--- config.mk ---
export PLATFORM = sky130hd
export DESIGN_NAME = xmem_wait_gen
export DESIGN_NICKNAME = d
export VERILOG_FILES = /design/src/rtl/xmem_wait_pkg.sv /design/src/rtl/xmem_wait_dp.sv /design/src/rtl/xmem_wait_ctrl.sv /design/src/rtl/xmem_wait_gen.sv
export SDC_FILE = /design/constraint.sdc
export NUM_CORES = 1
export LEC_CHECK = 0
export BUFFER_PORTS_ARGS = -buffer_cell sky130_fd_sc_hd__buf_2
export CORE_UTILIZATION = 46
export CTS_CLUSTER_DIAMETER = 100
export DETAILED_ROUTE_END_ITERATION = 8
export PLACE_DENSITY = 0.91
export SYNTH_ARGS = -nofsm -noshare
export SYNTH_HDL_FRONTEND = slang
export SYNTH_SLANG_ARGS = --single-unit
--- constraint.sdc ---
create_clock -name clk -period 3.89 [get_ports clk]
set_clock_uncertainty 0.05 [all_clocks]
set_input_delay 0.389 -clock clk [delete_from_list [all_inputs] [get_ports clk]]
set_output_delay 0.389 -clock clk [all_outputs]
set_load 0.02 [all_outputs]
--- src/rtl/xmem_wait_pkg.sv ---
package xmem_wait_pkg;

  // Controller states
  typedef enum logic [1:0] {
    ST_IDLE  = 2'd0,
    ST_COUNT = 2'd1,
    ST_HOLD  = 2'd2
  } waitState_e;

  // Strobes from control to datapath
  typedef struct packed {
    logic loadCnt;
    logic decCnt;
  } ctrlStrobe_t;

endpackage

--- src/rtl/xmem_wait_dp.sv ---
module xmem_wait_dp
  import xmem_wait_pkg::*;
#(
  parameter int ADDR_W      = 16,
  parameter int REG_W       = 16,
  parameter int CODE_W      = 2,
  parameter int CODE_LSB    = 0,
  parameter int SYNC_STAGES = 2,
  parameter logic [ADDR_W-1:0] EXT_BASE = 16'hC000,
  parameter logic [CODE_W-1:0] RST_CODE = 2'b11
) (
  input  logic              clk,
  input  logic              rstN,
  input  logic [ADDR_W-1:0] accAddr,
  input  logic              regWrEn,
  input  logic [REG_W-1:0]  regWrData,
  input  logic              waitPin,
  input  ctrlStrobe_t       strobe,
  output logic [REG_W-1:0]  regQ,
  output logic              isExt,
  output logic              loadZero,
  output logic              cntIsOne,
  output logic              waitSync
);

  // Largest count is 2^(2^CODE_W - 1) - 1, so this many bits hold it
  localparam int CNT_W = (1 << CODE_W) - 1;
  localparam logic [REG_W-1:0] RST_VAL = REG_W'(RST_CODE) << CODE_LSB;

  logic [CODE_W-1:0] codeField;
  logic [CNT_W:0]    loadWide;
  logic [CNT_W-1:0]  loadVal;
  logic [CNT_W-1:0]  cntQ;
  logic [SYNC_STAGES-1:0] syncQ;

  // Control register
  always_ff @(posedge clk) begin
    if (!rstN) regQ <= RST_VAL;
    else if (regWrEn) regQ <= regWrData;
  end

  assign codeField = regQ[CODE_LSB +: CODE_W];

  // code c selects (2^c) - 1 wait cycles
  always_comb begin
    loadWide = ({{CNT_W{1'b0}}, 1'b1} << codeField) - {{CNT_W{1'b0}}, 1'b1};
    loadVal  = loadWide[CNT_W-1:0];
  end

  assign loadZero = (loadVal == '0);
  assign isExt    = (accAddr >= EXT_BASE);

  // Wait-pin synchroniser chain
  generate
    for (genvar g = 0; g < SYNC_STAGES; g++) begin : g_sync
      if (g == 0) begin : g_first
        always_ff @(posedge clk) begin
          if (!rstN) syncQ[g] <= 1'b0;
          else       syncQ[g] <= waitPin;
        end
      end else begin : g_rest
        always_ff @(posedge clk) begin
          if (!rstN) syncQ[g] <= 1'b0;
          else       syncQ[g] <= syncQ[g-1];
        end
      end
    end
  endgenerate

  assign waitSync = syncQ[SYNC_STAGES-1];

  // Wait counter
  always_ff @(posedge clk) begin
    if (!rstN)               cntQ <= '0;
    else if (strobe.loadCnt) cntQ <= loadVal;
    else if (strobe.decCnt)  cntQ <= cntQ - 1'b1;
  end

  assign cntIsOne = (cntQ == {{(CNT_W-1){1'b0}}, 1'b1});

endmodule

--- src/rtl/xmem_wait_ctrl.sv ---
module xmem_wait_ctrl
  import xmem_wait_pkg::*;
(
  input  logic        clk,
  input  logic        rstN,
  input  logic        accStart,
  input  logic        isExt,
  input  logic        loadZero,
  input  logic        cntIsOne,
  input  logic        waitSync,
  output ctrlStrobe_t strobe,
  output logic        cpuStall,
  output logic        accDone
);

  waitState_e stateQ, stateNext;
  logic       doneNext;

  always_comb begin
    stateNext      = stateQ;
    doneNext       = 1'b0;
    strobe.loadCnt = 1'b0;
    strobe.decCnt  = 1'b0;
    unique case (stateQ)
      ST_IDLE: begin
        if (accStart) begin
          if (!isExt) begin
            doneNext = 1'b1;
          end else if (loadZero) begin
            if (waitSync) stateNext = ST_HOLD;
            else          doneNext  = 1'b1;
          end else begin
            stateNext      = ST_COUNT;
            strobe.loadCnt = 1'b1;
          end
        end
      end
      ST_COUNT: begin
        if (cntIsOne) begin
          if (waitSync) begin
            stateNext = ST_HOLD;
          end else begin
            stateNext = ST_IDLE;
            doneNext  = 1'b1;
          end
        end else begin
          strobe.decCnt = 1'b1;
        end
      end
      ST_HOLD: begin
        if (!waitSync) begin
          stateNext = ST_IDLE;
          doneNext  = 1'b1;
        end
      end
      default: stateNext = ST_IDLE;
    endcase
  end

  always_ff @(posedge clk) begin
    if (!rstN) begin
      stateQ  <= ST_IDLE;
      accDone <= 1'b0;
    end else begin
      stateQ  <= stateNext;
      accDone <= doneNext;
    end
  end

  assign cpuStall = (stateQ != ST_IDLE);

endmodule

--- src/rtl/xmem_wait_gen.sv ---
module xmem_wait_gen
  import xmem_wait_pkg::*;
#(
  parameter int ADDR_W      = 16,
  parameter int REG_W       = 16,
  parameter int CODE_W      = 2,
  parameter int CODE_LSB    = 0,
  parameter int SYNC_STAGES = 2,
  parameter logic [ADDR_W-1:0] EXT_BASE = 16'hC000,
  parameter logic [CODE_W-1:0] RST_CODE = 2'b11
) (
  input  logic              clk,
  input  logic              rstN,
  input  logic [ADDR_W-1:0] accAddr,
  input  logic              accStart,
  output logic              cpuStall,
  output logic              accDone,
  input  logic              regWrEn,
  input  logic [REG_W-1:0]  regWrData,
  output logic [REG_W-1:0]  regRdData,
  input  logic              waitPin
);

  ctrlStrobe_t strobe;
  logic isExt, loadZero, cntIsOne, waitSync;

  xmem_wait_dp #(
    .ADDR_W(ADDR_W), .REG_W(REG_W), .CODE_W(CODE_W), .CODE_LSB(CODE_LSB),
    .SYNC_STAGES(SYNC_STAGES), .EXT_BASE(EXT_BASE), .RST_CODE(RST_CODE)
  ) dp_i (
    .clk(clk), .rstN(rstN), .accAddr(accAddr), .regWrEn(regWrEn),
    .regWrData(regWrData), .waitPin(waitPin), .strobe(strobe),
    .regQ(regRdData), .isExt(isExt), .loadZero(loadZero),
    .cntIsOne(cntIsOne), .waitSync(waitSync)
  );

  xmem_wait_ctrl ctrl_i (
    .clk(clk), .rstN(rstN), .accStart(accStart), .isExt(isExt),
    .loadZero(loadZero), .cntIsOne(cntIsOne), .waitSync(waitSync),
    .strobe(strobe), .cpuStall(cpuStall), .accDone(accDone)
  );

endmodule

==> out/results.txt <==
Psw - 131 uW
Mapped Cells - 99
Mapped Avg Cell Area - 10.1 um^2
Vias in the first global route - 840
Core Region - 2000 um^2
Synth cell types - 33
Worst VDD drop - 0.267 mV
# diodes - 0
Row count - 16
Initial Util - 50.0%
Max-Cap Viols - 0
# fillers - 183
Sw Ratio - 26.9%
Hold Crit Depth - 2
Post-Synth Simple-Gate Area - 19.6%
Setup Viol. Count Final - 0
Die Y-Extent - 48.6 um
Synth top area cells - dfxtp_1 (48%), mux2i_1 (16%), nor2_1 (6.4%), o21a_1 (3.0%), ha_1 (2.5%)
Hold Violations, Final - 0
Drt pass-1 iters - 4
Fmax - 619 MHz
Seq cells post-synth - 24
Crit path arrival time - 1.18 ns
Port bufs - 40
Largest family of logic cells by synthesized area - simple AND/OR/NAND/NOR gates
Post-synth ARST share - 0%
Setup WS pre-CTS - 2.44 ns
Wire per inst - 13.1 um
Clock share of power - 26.8%
GR Util All Layers - 19.9%
Num ports - 55
CP required - 3.45 ns
Clock Latency Late Sink - 0.31 ns
Post-Syn Nets - 138
Nets@finish - 179
Register area share after synthesis - 48.0%
# hold bufs at CTS - 0
Vias per inst - 5.25
Root Driver - clkbuf_4
Hold Crit Endpoint - dp_i.syncQ[0]
YS warnings - 0
HPWL Detailed - 1600 um
Tmin final - 1.61 ns
Antenna viol nets, final - 0
Status - complete, no violations
Post-route DRC - 0
P_leak - 0.000633 uW
Global-route wire length before repair - 3590 um
Area leader, netlist - dfxtp_1
H-tree depth - 1
Fin. max-slew vios - 0
Xor-xnor portion of the synthesized cell area - 0%
Max-slew headroom - 69.6%
Initial DRC Count - 20
Sink Count - 24
Number of enable flip-flop cells after synthesis - 0
CTS buffer count - 3
Synth top area share - 48.0%
Synth Cell Area - 1000 um^2
RSZ-0062 raised after global routing - no
Setup TNS - 0 ns
Critical path capture point type - output pin
Setup Crit Path Kind - reg -> out
Max Root-Sink Buffers - 2
Worst Hold Class - in -> reg
Area added between synthesis and finish - 24.5%
Die ar. - 2370 um^2
Reg2Reg Depth - 4
Internal power - 355 uW
Post-synthesis adder-cell area fraction - 2.50%
Post-cts sizing count - 0
Critical path's largest stage delay - 0.38 ns
Comb pwr share - 17.4%
CTS clk-pin slew, worst paths - 0.12 ns
Mux contribution to synthesized area - 16.0%
CP delay by family, top - flip-flops
GP Congestion - 0.777
Final WL - 2170 um
P per Cell Area - 390 nW/um^2
Crit share post-route - 41.5%
Via count - 871
Synth Area in Compound Gates - 9.87%
Reg2reg setup slack - 2.39 ns
CTS tree - built
CP bufs+invs - 2
Seq pwr share - 55.8%
CP Cell Sequence - nor2_2 > inv_2 > buf_2
Crit-path slowest cell - dfxtp_1
Hold_sp - waitPin
Setup crit start kind - flip-flop
Critical path fanouts, max - 5
Initial antenna violation count - 0
Most used DFF post-synth - dfxtp_1
R2r endpoint - dp_i.cntQ[1]
Layout cell share with drive strength beyond 1 - 35.3%
Largest net degree at the start of global routing - 17
DIE WIDTH - 48.6 um
Remaining Overflow, GRT - 0
PnR worst setup slack - 2.28 ns
Setup Buffers After CTS - 0
R2R Path Start - dp_i.cntQ[0]
Worst-margin pin slew - 0.456 ns
worst register-to-register path, delay by kind of cell (launching register included):
kind / cells / cell delay [ns]
flip-flops: 1 / 0.41
AND/OR/NAND/NOR: 2 / 0.40
AO/OA/AOI/OAI: 1 / 0.34
adder cells (fa/ha/maj): 1 / 0.20
synthesized netlist by cell type, drive strengths merged (2+ instances only):
cell type  instances
inv                4
and3               2
ha                 2
and2               2
nand2              2
nor2              18
o21a               4
mux2i             16
dfxtp             24
nor3               4
buf                4
power groups by stage:
stage          sequential, uW  combinational [uW]  clock, uW
3_3_place_gp              275                80.0          0
4_1_cts                   271                85.5        132
2_1_floorplan             288                42.4          0
3_5_place_dp              276                83.9          0
6_report                  271                84.6        130
5_1_grt                   273                92.6        144
layer usage:
layer / vias to the layer above / share of wire, % / routed length [um] / GRT usage (%)
met5: - / 0 / 0 / 0
met4: 0 / 1.6 / 34 / 13.2
met3: 4 / 2.8 / 61 / 2.20
met2: 25 / 55 / 1200 / 37.7
met1: 415 / 40 / 871 / 20.1
li1: 427 / - / - / -
cells in the final DEF, fill, tap and decap left out, types with 2 or more instances in the layout:
cell type and instances:
clkbuf_4 3, inv_1 3, nand2_1 2, ha_1 2, nor3_1 3, nor2_1 17, mux2i_1 16, and2_1 2
dfxtp_1 24, buf_2 40, o21a_1 4
kinds of logic (layout without fill, tap and decap cells):
kind of cell,Yosys count,in the layout
adder cells (fa/ha/maj),2,2
multiplexers,16,16
AND/OR/NAND/NOR,37,37
buffers and inverters,8,48
flip-flops,24,24
AO/OA/AOI/OAI,12,12
per-stage QoR:
step	instances	power [uW]	hold WS [ns]	instance area, um^2	util [%]
final	166	486	0.226	1250	62.3
after CTS	166	488	0.224	1250	62.3
after floorplan	99	331	0.362	1000	-
after global routing	166	509	0.219	1250	62.3
after global placement	162	355	0.372	1210	60.4
after detailed placement	162	360	0.376	1210	60.4
state kept, by name, summed over array words and instances (netlist names):
name            count
dp_i.waitSync       1
dp_i.regQ          16
dp_i.syncQ          1
ctrl_i.accDone      1
ctrl_i.stateQ       2
dp_i.cntQ           3
layout make-up:
type	count	area, um^2	share of cell area, %
sequential	24	480	38.6
inverter	4	15.0	1.20
timing repair buffer	40	200	16.1
tap	27	33.8	2.71
clock buffer	4	36.3	2.91
multi-input combinational	67	480	38.6
how the worst max path moves through the flow:
stage	end	startpoint	slack (ns)	cells past startpoint
2_1_floorplan	dp_i.cntQ[1]	dp_i.cntQ[0]	2.57	4
3_3_place_gp	dp_i.cntQ[1]	dp_i.cntQ[0]	2.48	4
3_5_place_dp	dp_i.cntQ[1]	dp_i.cntQ[0]	2.44	4
4_1_cts	cpuStall	ctrl_i.stateQ[0]	2.28	3
5_1_grt	cpuStall	ctrl_i.stateQ[0]	2.21	3
6_report	cpuStall	ctrl_i.stateQ[0]	2.28	3
Note: power is estimated with default switching activity, not from simulation.
